[src/rtl/vavg_pkg.sv]
package vavg_pkg;
  // per-element sideband carried alongside the data through every stage
  typedef struct packed {
    logic we;    // mask bit of this element
    logic last;  // final element of the pass
  } vavg_tag_t;
endpackage

[src/rtl/vavg_pair_join.sv]
module vavg_pair_join #(
  parameter int W = 16
) (
  input  logic         clk,
  input  logic         rst_n,
  input  logic         accept,
  input  logic         in_valid [2],
  input  logic [W-1:0] in_data  [2],
  output logic         in_ready [2],
  output logic         fire,
  output logic [W-1:0] op_a,
  output logic [W-1:0] op_b
);
  logic         park_v [2];
  logic [W-1:0] park_d [2];
  logic         have   [2];
  logic [W-1:0] cur    [2];

  for (genvar s = 0; s < 2; s++) begin : g_lane
    assign in_ready[s] = accept && !park_v[s];
    assign have[s]     = park_v[s] || (in_valid[s] && in_ready[s]);
    assign cur[s]      = park_v[s] ? park_d[s] : in_data[s];

    always_ff @(posedge clk or negedge rst_n) begin
      if (!rst_n) begin
        park_v[s] <= 1'b0;
      end else if (fire) begin
        park_v[s] <= 1'b0;
      end else if (in_valid[s] && in_ready[s]) begin
        park_v[s] <= 1'b1;
      end
    end

    always_ff @(posedge clk) begin
      if (!fire && in_valid[s] && in_ready[s]) park_d[s] <= in_data[s];
    end
  end

  assign fire = accept && have[0] && have[1];
  assign op_a = cur[0];
  assign op_b = cur[1];

  // two parked operands would have formed a pair already
  assert_single_park_R3: assert property (@(posedge clk) disable iff (!rst_n)
    !(park_v[0] && park_v[1]));
endmodule

[src/rtl/vavg_seq_ctrl.sv]
module vavg_seq_ctrl
  import vavg_pkg::*;
#(
  parameter int MAX_LEN = 64,
  parameter int REQ_W   = 16,
  parameter int LEN_W   = 7,
  parameter int IDX_W   = 6
) (
  input  logic               clk,
  input  logic               rst_n,
  input  logic               start,
  input  logic [REQ_W-1:0]   cfg_len,
  input  logic [MAX_LEN-1:0] cfg_mask,
  input  logic               fire,
  input  logic               done_in,
  output logic               accept,
  output logic               busy,
  output logic [LEN_W-1:0]   len_q,
  output logic [IDX_W-1:0]   el_idx,
  output vavg_tag_t          el_tag,
  output logic               zero_done
);
  logic               active;
  logic [LEN_W-1:0]   cnt;
  logic [MAX_LEN-1:0] mask_q;
  logic               launch;
  logic [LEN_W-1:0]   len_eff;

  function automatic logic [LEN_W-1:0] clamp_len(input logic [REQ_W-1:0] req);
    if (req > REQ_W'(MAX_LEN)) return LEN_W'(MAX_LEN);
    return req[LEN_W-1:0];
  endfunction

  assign launch  = start && !active;
  assign len_eff = clamp_len(cfg_len);

  always_ff @(posedge clk or negedge rst_n) begin
    if (!rst_n) begin
      active    <= 1'b0;
      cnt       <= '0;
      len_q     <= '0;
      mask_q    <= '0;
      zero_done <= 1'b0;
    end else begin
      zero_done <= launch && (len_eff == '0);
      if (launch) begin
        active <= 1'b1;
        cnt    <= '0;
        len_q  <= len_eff;
        mask_q <= cfg_mask;
      end else begin
        if (fire) cnt <= cnt + LEN_W'(1);
        if (active && done_in) active <= 1'b0;
      end
    end
  end

  assign busy        = active;
  assign accept      = active && (cnt < len_q);
  assign el_idx      = cnt[IDX_W-1:0];
  assign el_tag.we   = mask_q[el_idx];
  assign el_tag.last = (cnt + LEN_W'(1)) == len_q;

  assert_issue_bound_R5: assert property (@(posedge clk) disable iff (!rst_n)
    cnt <= len_q);
  assert_len_clamped_R5: assert property (@(posedge clk) disable iff (!rst_n)
    len_q <= LEN_W'(MAX_LEN));
  assert_start_ignored_R8: assert property (@(posedge clk) disable iff (!rst_n)
    (active && start) |=> (len_q == $past(len_q)) && (mask_q == $past(mask_q)));
endmodule

[src/rtl/vavg_pipe.sv]
module vavg_pipe
  import vavg_pkg::*;
#(
  parameter int W     = 16,
  parameter int IDX_W = 6
) (
  input  logic             clk,
  input  logic             rst_n,
  input  logic             in_fire,
  input  logic [W-1:0]     in_a,
  input  logic [W-1:0]     in_b,
  input  logic [IDX_W-1:0] in_idx,
  input  vavg_tag_t        in_tag,
  output logic             out_valid,
  output logic             out_we,
  output logic             out_last,
  output logic [IDX_W-1:0] out_idx,
  output logic [W-1:0]     out_data
);
  // sign-extended sum, one bit wider than the operands
  function automatic logic [W:0] wide_sum(input logic [W-1:0] a, input logic [W-1:0] b);
    return {a[W-1], a} + {b[W-1], b};
  endfunction

  // arithmetic shift right by one, truncated back to W bits
  function automatic logic [W-1:0] halve(input logic [W:0] s);
    return s[W:1];
  endfunction

  logic             s0_v, s1_v, s2_v;
  logic [W-1:0]     s0_a, s0_b, s2_d;
  logic [W:0]       s1_sum;
  logic [IDX_W-1:0] s0_idx, s1_idx, s2_idx;
  vavg_tag_t        s0_tag, s1_tag, s2_tag;

  always_ff @(posedge clk or negedge rst_n) begin
    if (!rst_n) begin
      s0_v <= 1'b0;
      s1_v <= 1'b0;
      s2_v <= 1'b0;
    end else begin
      s0_v <= in_fire;
      s1_v <= s0_v;
      s2_v <= s1_v;
    end
  end

  always_ff @(posedge clk) begin
    s0_a   <= in_a;
    s0_b   <= in_b;
    s0_idx <= in_idx;
    s0_tag <= in_tag;
    s1_sum <= wide_sum(s0_a, s0_b);
    s1_idx <= s0_idx;
    s1_tag <= s0_tag;
    s2_d   <= halve(s1_sum);
    s2_idx <= s1_idx;
    s2_tag <= s1_tag;
  end

  assign out_valid = s2_v;
  assign out_we    = s2_v && s2_tag.we;
  assign out_last  = s2_v && s2_tag.last;
  assign out_idx   = s2_idx;
  assign out_data  = s2_d;

  assert_valid_travels_s1_R6: assert property (@(posedge clk) disable iff (!rst_n)
    s0_v |=> s1_v);
  assert_valid_travels_s2_R6: assert property (@(posedge clk) disable iff (!rst_n)
    s1_v |=> s2_v);
endmodule

[src/rtl/vavg_chain_unit.sv]
module vavg_chain_unit
  import vavg_pkg::*;
#(
  parameter int ELEM_W  = 16,
  parameter int MAX_LEN = 64,
  parameter int REQ_W   = 16
) (
  input  logic                         clk,
  input  logic                         rst_n,
  input  logic                         start,
  input  logic [REQ_W-1:0]             cfg_len,
  input  logic [MAX_LEN-1:0]           cfg_mask,
  input  logic                         a_valid,
  input  logic [ELEM_W-1:0]            a_data,
  output logic                         a_ready,
  input  logic                         b_valid,
  input  logic [ELEM_W-1:0]            b_data,
  output logic                         b_ready,
  output logic                         busy,
  output logic [$clog2(MAX_LEN+1)-1:0] taken_len,
  output logic                         out_valid,
  output logic                         out_we,
  output logic [$clog2(MAX_LEN)-1:0]   out_idx,
  output logic [ELEM_W-1:0]            out_data,
  output logic                         done
);
  localparam int LEN_W = $clog2(MAX_LEN + 1);
  localparam int IDX_W = $clog2(MAX_LEN);

  logic              accept, fire, zero_done, pipe_last;
  logic [ELEM_W-1:0] op_a, op_b;
  logic [IDX_W-1:0]  el_idx;
  vavg_tag_t         el_tag;
  logic              lane_valid [2];
  logic [ELEM_W-1:0] lane_data  [2];
  logic              lane_ready [2];

  assign lane_valid[0] = a_valid;
  assign lane_valid[1] = b_valid;
  assign lane_data[0]  = a_data;
  assign lane_data[1]  = b_data;
  assign a_ready       = lane_ready[0];
  assign b_ready       = lane_ready[1];
  assign done          = pipe_last || zero_done;

  vavg_seq_ctrl #(
    .MAX_LEN(MAX_LEN), .REQ_W(REQ_W), .LEN_W(LEN_W), .IDX_W(IDX_W)
  ) u_seq (
    .clk(clk), .rst_n(rst_n), .start(start), .cfg_len(cfg_len),
    .cfg_mask(cfg_mask), .fire(fire), .done_in(done), .accept(accept),
    .busy(busy), .len_q(taken_len), .el_idx(el_idx), .el_tag(el_tag),
    .zero_done(zero_done)
  );

  vavg_pair_join #(.W(ELEM_W)) u_join (
    .clk(clk), .rst_n(rst_n), .accept(accept), .in_valid(lane_valid),
    .in_data(lane_data), .in_ready(lane_ready), .fire(fire),
    .op_a(op_a), .op_b(op_b)
  );

  vavg_pipe #(.W(ELEM_W), .IDX_W(IDX_W)) u_pipe (
    .clk(clk), .rst_n(rst_n), .in_fire(fire), .in_a(op_a), .in_b(op_b),
    .in_idx(el_idx), .in_tag(el_tag), .out_valid(out_valid),
    .out_we(out_we), .out_last(pipe_last), .out_idx(out_idx),
    .out_data(out_data)
  );

  assert_we_needs_valid_R4: assert property (@(posedge clk) disable iff (!rst_n)
    out_we |-> out_valid);
  assert_done_single_R7: assert property (@(posedge clk) disable iff (!rst_n)
    done |=> !done);
  assert_idle_not_ready_R5: assert property (@(posedge clk) disable iff (!rst_n)
    !busy |-> (!a_ready && !b_ready));
endmodule

[config.mk]
export PLATFORM = sky130hd
export DESIGN_NAME = vavg_chain_unit
export DESIGN_NICKNAME = d
export VERILOG_FILES = /design/src/rtl/vavg_pkg.sv /design/src/rtl/vavg_pair_join.sv /design/src/rtl/vavg_seq_ctrl.sv /design/src/rtl/vavg_pipe.sv /design/src/rtl/vavg_chain_unit.sv
export SDC_FILE = /design/constraint.sdc
export NUM_CORES = 1
export LEC_CHECK = 0
export ABC_CLOCK_PERIOD_IN_PS = 2790
export BUFFER_PORTS_ARGS = -buffer_cell sky130_fd_sc_hd__buf_2
export CELL_PAD_IN_SITES_DETAIL_PLACEMENT = 0
export CELL_PAD_IN_SITES_GLOBAL_PLACEMENT = 1
export CORE_ASPECT_RATIO = 1.25
export CORE_MARGIN = 5
export CORE_UTILIZATION = 43
export DETAILED_ROUTE_END_ITERATION = 8
export GPL_TIMING_DRIVEN = 1
export PLACE_DENSITY_LB_ADDON = 0.1
export SETUP_SLACK_MARGIN = 0.2
export SYNTH_ARGS = -nofsm -noshare
export SYNTH_HDL_FRONTEND = slang
export SYNTH_SLANG_ARGS = --single-unit
[constraint.sdc]
create_clock -name clk -period 2.79 [get_ports clk]
set_input_delay 0.1395 -clock clk [delete_from_list [all_inputs] [get_ports clk]]
set_output_delay 0.1395 -clock clk [all_outputs]
set_load 0.005 [all_outputs]
==> results of run 1 <==
[worst min path at each step]
stage / slack [ns] / endpoint / startpoint / cells after the start
after floorplan: -0.16 / u_join.park_v[0] / rst_n / 0
after global placement: 0.31 / u_pipe.out_data[1] / u_pipe.s1_sum[2] / 0
after detailed placement: 0.31 / u_pipe.out_idx[1] / u_pipe.s1_idx[1] / 0
after CTS: 0.05 / u_seq.zero_done / cfg_len[8] / 4
after global routing: 0.06 / u_seq.zero_done / cfg_len[7] / 4
final: 0.06 / u_seq.zero_done / cfg_len[8] / 4
[worst max-delay path, cell delays in order (launching register included)]
cell and delay [ns]:
dfrtp_1 0.37, inv_1 0.07, ha_1 0.29, nor2b_1 0.13, o21a_1 0.16, o21ai_0 0.24, a211oi_1 0.18, buf_4 0.21
or4_1 0.50, a21oi_1 0.16
[kinds of logic (layout without fill, tap and decap cells)]
kind of cell | Yosys count | after routing | synth area share (%)
AOI/OAI and AO/OA | 77 | 77 | 6.35
xor gates and xnor gates | 19 | 19 | 2.09
adders and majority gates | 24 | 24 | 3.86
buffers and inverters | 44 | 323 | 2.62
DFF | 205 | 205 | 60.8
muxes | 51 | 51 | 10.3
and+or+nand+nor | 271 | 271 | 14.0
[what timing repair did]
| item | in CTS | in global routing |
|---|---|---|
| hold endpoints to repair | 223 | 0 |
| setup buffers | 0 | 0 |
| setup endpoints to repair | 0 | 16 |
| hold buffers | 107 | 0 |
| gates resized for setup | 0 | 1 |
[metal layers]
metal / global-route usage, % / up-vias / part of all wire [%]
met4: 5.14 / 2 / 2.5
met5: 0 / - / 0.065
met2: 30.8 / 154 / 51
li1: - / 2902 / -
met3: 3.41 / 35 / 4.9
met1: 21.1 / 2759 / 42
[through the flow]
step | worst slack [ns] | cells | hold slack, ns | util, % | power (W)
2_1_floorplan | 0.302 | 691 | -0.156 | - | 0.00710
3_3_place_gp | 0.444 | 1054 | 0.310 | 49.4 | 0.00811
3_5_place_dp | 0.351 | 1054 | 0.312 | 49.4 | 0.00824
4_1_cts | 0.312 | 1198 | 0.0509 | 59.1 | 0.0112
5_1_grt | 0.235 | 1198 | 0.0592 | 59.2 | 0.0119
6_report | 0.414 | 1198 | 0.0640 | 59.2 | 0.0111
[registers in the layout (all words and copies together) (netlist names)]
register / count
u_pipe.s2_tag: 2
u_pipe.s1_v: 1
u_pipe.s0_idx: 6
u_seq.cnt: 7
u_pipe.s1_idx: 6
u_seq.zero_done: 1
u_seq.mask_q: 64
u_pipe.s0_a: 16
u_pipe.s0_tag: 2
u_join.park_d: 32
u_pipe.s0_v: 1
u_pipe.out_data: 16
u_join.park_v: 2
u_pipe.out_valid: 1
u_pipe.out_idx: 6
u_seq.busy: 1
u_pipe.s0_b: 16
u_pipe.s1_sum: 16
u_pipe.s1_tag: 2
u_seq.len_q: 7
[synth_stat cells, types with 3 or more instances]
| cell | instances |
|---|---|
| nor2_1 | 22 |
| a22o_1 | 5 |
| mux4_1 | 15 |
| a21o_1 | 4 |
| and2_1 | 3 |
| nor3_1 | 3 |
| ha_1 | 23 |
| dfxtp_1 | 88 |
| mux2_2 | 32 |
| and3_1 | 4 |
| o41ai_1 | 3 |
| nand4_1 | 4 |
| nand2_1 | 214 |
| a221oi_1 | 5 |
| nand2b_1 | 3 |
| nand3_1 | 3 |
| nor2b_1 | 5 |
| inv_1 | 16 |
| xnor2_1 | 12 |
| o21a_1 | 6 |
| or4_1 | 3 |
| edfxtp_1 | 32 |
| a21oi_1 | 24 |
| xor2_1 | 7 |
| o21ai_0 | 14 |
| dfrtp_1 | 85 |
| clkbuf_1 | 21 |
[power by group through the flow]
stage	combinational (W)	clock [W]	sequential (W)
after CTS	0.00362	0.00290	0.00470
final	0.00357	0.00281	0.00469
after detailed placement	0.00349	0	0.00475
after floorplan	0.00249	0	0.00462
after global placement	0.00342	0	0.00469
after global routing	0.00401	0.00303	0.00482
[final cells by class]
class / count / area (sq um)
Clock buffer: 26 / 564
Clock inverter: 11 / 135
Fill cell: 1524 / 7420
Inverter: 16 / 60.1
Multi-Input combinational cell: 442 / 2930
Sequential cell: 205 / 4850
Tap cell: 228 / 285
Timing Repair Buffer: 270 / 1920
[cell usage in the layout, fill, tap and decap left out, types with 4 or more instances in the layout]
master and n:
xor2_1 7, a21o_1 4, a22o_1 5, nor2b_1 4
mux4_1 15, nor2_1 22, dlygate4sd3_1 107, buf_4 13
clkinv_2 5, o21ai_0 14, o21a_1 6, buf_2 150
clkbuf_16 21, nand2_1 213, xnor2_1 12, edfxtp_1 32
dfrtp_1 85, dfxtp_1 88, inv_1 16, a221oi_1 5
a21oi_1 24, mux2_2 32, ha_1 23, nand4_1 4
==> flow_summary.ini, run 1 <==
[power]
cellLeakagePower_nw = 5.06
combPwrFrac_pct = 32.3
p_sw_share_pct = 30.8
switchingPower_w = 0.00341
power.density_nw_per_um2 = 1030
ir_drop_v = 0.000405
internal-power_w = 0.00766
power.share.sequential_pct = 42.3
power_frac_clock_pct = 25.4

[sta]
grt_setup_unrepaired = false
worst_slew_pin_slew_ns = 1.10
clock_skew_ns = 0.0147
finalHoldViolCount = 0
tns_ns = 0
period_share_pct = 85.2
fin_crit_ns = 2.38
setup_viol = 0
slew_violations = 0
max_freq_mhz = 421
slew_headroom_pct = 26.9

[flow_run]
drv_cap = 0

[layout]
fin_area_sq_um = 10700
fin_nets = 1097
num_antenna_cells = 0
drive_gt1_share_pct = 24.4
area_growth_pct = 34.7

[synthesis]
synth-main-ff-cell = dfxtp_1
synth.area.top_cells = dfrtp_1 (27%), dfxtp_1 (22%), edfxtp_1 (12%), nand2_1 (10%), mux4_1 (4.9%)
synth_warnings = 0
synth_cell_types = 53
synth_edf_count = 32
syn_area_sq_um = 7980
avgSynthCellArea_sq_um = 11.5
yosysTopAreaCellShare_pct = 26.7
syn_nets = 832
yosysSeqAreaShare_pct = 60.8
async_reset_ff_share_pct = 41.5
synth_cells = 691
synth_seq_cells = 205
yosys.area.top_type = dfrtp_1

[place]
place_hpwl_um = 13100
finalWeightedCongestion = 0.886
portBuffers = 151
placed_cell_area_sq_um = 8970

[grt]
grt_max_degree = 86
gr-total-overflow = 0
grtUsageTotal_pct = 17.2
antenna_found_initial = 1
grt_pass1_vias = 6208
grt_first_pass_wirelength_um = 30600

[setup_path]
worstPathRequired_ns = 3.18
crit_fanout = 11
arrival_ns = 2.77
crit_type = flip-flop to flip-flop
crit_end = u_seq.cnt[6]
crit_start = u_seq.len_q[1]
rr_worst_depth = 9
r2r-start = u_seq.len_q[1]
r2r-end = u_seq.cnt[6]
cp-end-kind = flip-flop
regToRegSetupSlack_ns = 0.41
cp-start-kind = flip-flop

[route]
routedWlPerCell_um = 15.5
remaining_drc_errors = 0
avgViaCountPerCell = 4.88
route.vias.total = 5852
postRouteAntennaNets = 0
wl_um = 18600
firstDrtPassIters = 5
drtIter0Drc = 218

[cts]
cts-root-buf = clkbuf_16
cts_buffer_depth = 3
cts-htree-levels = 1
path_clk_slew_ns = 0.06
clock_latency_ns = 0.48
cts_tree = built
cts.sinks = 205
cts_buffers = 21

[min_path]
worstHoldPathType = input pin to flip-flop

[floorplan]
coreArea_sq_um = 18200
initial_utilization_pct = 43.9
dieArea_sq_um = 21400
die_h_um = 162
fp-row-count = 55
boundaryPins = 152
die_w_um = 132

[status]
status = finished, final reports clean
Note: power is estimated with default switching activity, not from simulation.
==> inputs of run 2 (changes only) <==
BUFFER_PORTS_ARGS = not set   (was -buffer_cell sky130_fd_sc_hd__buf_2)
CORE_UTILIZATION = 49   (was 43)
DONT_BUFFER_PORTS = 1   (was not set)
==> flow_summary.ini, run 2 (same netlist as run 1, synthesis figures left out) <==
[status]
status = finished, final reports clean

[setup_path]
crit_chain = inv_1 > ha_1 > nand2b_1 > a211o_1 > a21oi_1 > a211oi_2 > buf_4 > nor2_1 > nor2_1 > dlygate4sd3_1
regToRegSetupSlack_ns = 0.34
slowest_stage = dlygate4sd3_1
cp-end-kind = flip-flop
arrival_ns = 2.82
cp-start-kind = flip-flop
slowest_delay_ns = 0.54
crit_type = flip-flop to flip-flop
crit_family = buffers and inverters
crit_fanout = 11
path_common_cell = nor2_1
worstPathRequired_ns = 3.16
critPathBufInv = 3

[floorplan]
boundaryPins = 152
fp-row-count = 52
initial_utilization_pct = 49.6
die_w_um = 124
dieArea_sq_um = 18900
coreArea_sq_um = 16100
die_h_um = 153

[route]
postRouteAntennaNets = 0
avgViaCountPerCell = 5.19
wl_um = 18200
remaining_drc_errors = 0
routedWlPerCell_um = 17.3
firstDrtPassIters = 5
drtIter0Drc = 262
route.vias.total = 5445

[cts]
cts_tree = built
cts.sinks = 205
path_clk_slew_ns = 0.07
clock_latency_ns = 0.49
cts-root-buf = clkbuf_16
cts_buffers = 21
cts_buffer_depth = 3
cts-htree-levels = 1

[place]
place_hpwl_um = 12200
portBuffers = 0
placed_cell_area_sq_um = 8220
finalWeightedCongestion = 0.853
dpl_worst_slack_ns = 0.358
place_inst = 893

[layout]
reg.largest.list = u_seq.mask_q x64, u_join.park_d x32
stdcell_count = 1050
area_growth_pct = 27.0
fin_area_sq_um = 10100
num_antenna_cells = 0
seqCellArea_sq_um = 4850
multi_input_area_sq_um = 2940
fin_nets = 960
final_common_cell = nand2_1
final_cell_mix = nand2_1 (213), dlygate4sd3_1 (118), dfxtp_1 (88)
top_register = u_seq.mask_q
largest_register_ffs = 64
final.fill_count = 1296
drive_gt1_share_pct = 11.0

[grt]
grt.busiest_layer = met2
grt_first_pass_wirelength_um = 28800
gr-total-overflow = 0
grtUsageMet2_pct = 35.3
grt_use_met3_pct = 3.49
grtUsageTotal_pct = 19.2
grt_pass1_vias = 5746
met1_usage_pct = 22.6
grt_max_degree = 86
antenna_found_initial = 0

[sta]
worst_slew_pin_slew_ns = 0.566
grt_setup_unrepaired = false
max_freq_mhz = 409
slew_headroom_pct = 62.2
slew_violations = 0
setup_viol = 0
finalHoldViolCount = 0
fin_ws_ns = 0.344
clock_skew_ns = 0.0129
period_share_pct = 87.7
fin_crit_ns = 2.45
tns_ns = 0
whs_ns = 0.0500

[power]
power.density_nw_per_um2 = 1070
cellLeakagePower_nw = 4.52
ir_drop_v = 0.000622

[min_path]
worstHoldPathType = input pin to flip-flop

[flow_run]
drv_cap = 0
==> run 2: cell types whose count changed in the layout (fill, tap and decap cells not counted), sizes merged <==
cell | before | now
bufinv | 3 | 1
buf | 163 | 15
clkbuf | 26 | 30
clkinvlp | 1 | 2
clkinv | 7 | 3
dlygate4sd3 | 107 | 118
inv | 16 | 18
==> run 2: path summary, 6_finish.rpt <==
check                      depth (start not counted)         startpoint            endpoint
setup / recovery                                  10     u_seq.len_q[6]    u_join.park_v[0]
hold reg to reg                                    0  u_pipe.s1_sum[10]  u_pipe.out_data[9]
hold / removal                                     4         cfg_len[8]      u_seq.len_q[6]
max in group asynchronous                          2              rst_n    u_seq.mask_q[29]
setup reg to reg                                  10     u_seq.len_q[6]    u_join.park_v[0]
min in group asynchronous                          2              rst_n      u_seq.len_q[2]
==> run 2: routing by layer <==
metal,up-vias,wire [um]
met1,2611,6990
met4,0,361
met2,167,9750
li1,2635,-
met5,-,0
met3,32,1070
==> run 2: area by class of cell <==
class / count / area share, %
Timing Repair Buffer: 133 / 13.0
Inverter: 16 / 0.593
Clock inverter: 8 / 0.778
Tap cell: 216 / 2.67
Sequential cell: 205 / 47.9
Clock buffer: 30 / 6.12
Multi-Input combinational cell: 442 / 29.0
==> run 2: power breakdown <==
part / internal, W / leakage (nW) / switching, W
registers: 0.00421 / 2.11 / 0.000564
logic: 0.00162 / 2.07 / 0.00171
clock network: 0.00165 / 0.341 / 0.00112
==> run 2: worst reg2reg max path: stages (launching register included) <==
cell and delay [ns]:
dfrtp_1 0.40, inv_1 0.08, ha_1 0.18, nand2b_1 0.15, a211o_1 0.29, a21oi_1 0.23
a211oi_2 0.10, buf_4 0.19, nor2_1 0.11, nor2_1 0.05, dlygate4sd3_1 0.54
==> run 2: repair_timing <==
| action | CTS | global route |
|---|---|---|
| hold buffers | 119 | 0 |
| endpoints found under the setup margin | 0 | 1 |
| setup buffers | 0 | 0 |
| hold endpoints to repair | 224 | 0 |
| gates resized for setup | 0 | 2 |
==> run 2: per-stage QoR <==
| stage | power [W] | util (%) |
|---|---|---|
| floorplan | 0.00710 | - |
| finish | 0.0109 | 63.0 |
| CTS | 0.0110 | 63.0 |
| detailed placement | 0.00792 | 51.1 |
| global placement | 0.00782 | 51.1 |
| global route | 0.0116 | 63.0 |
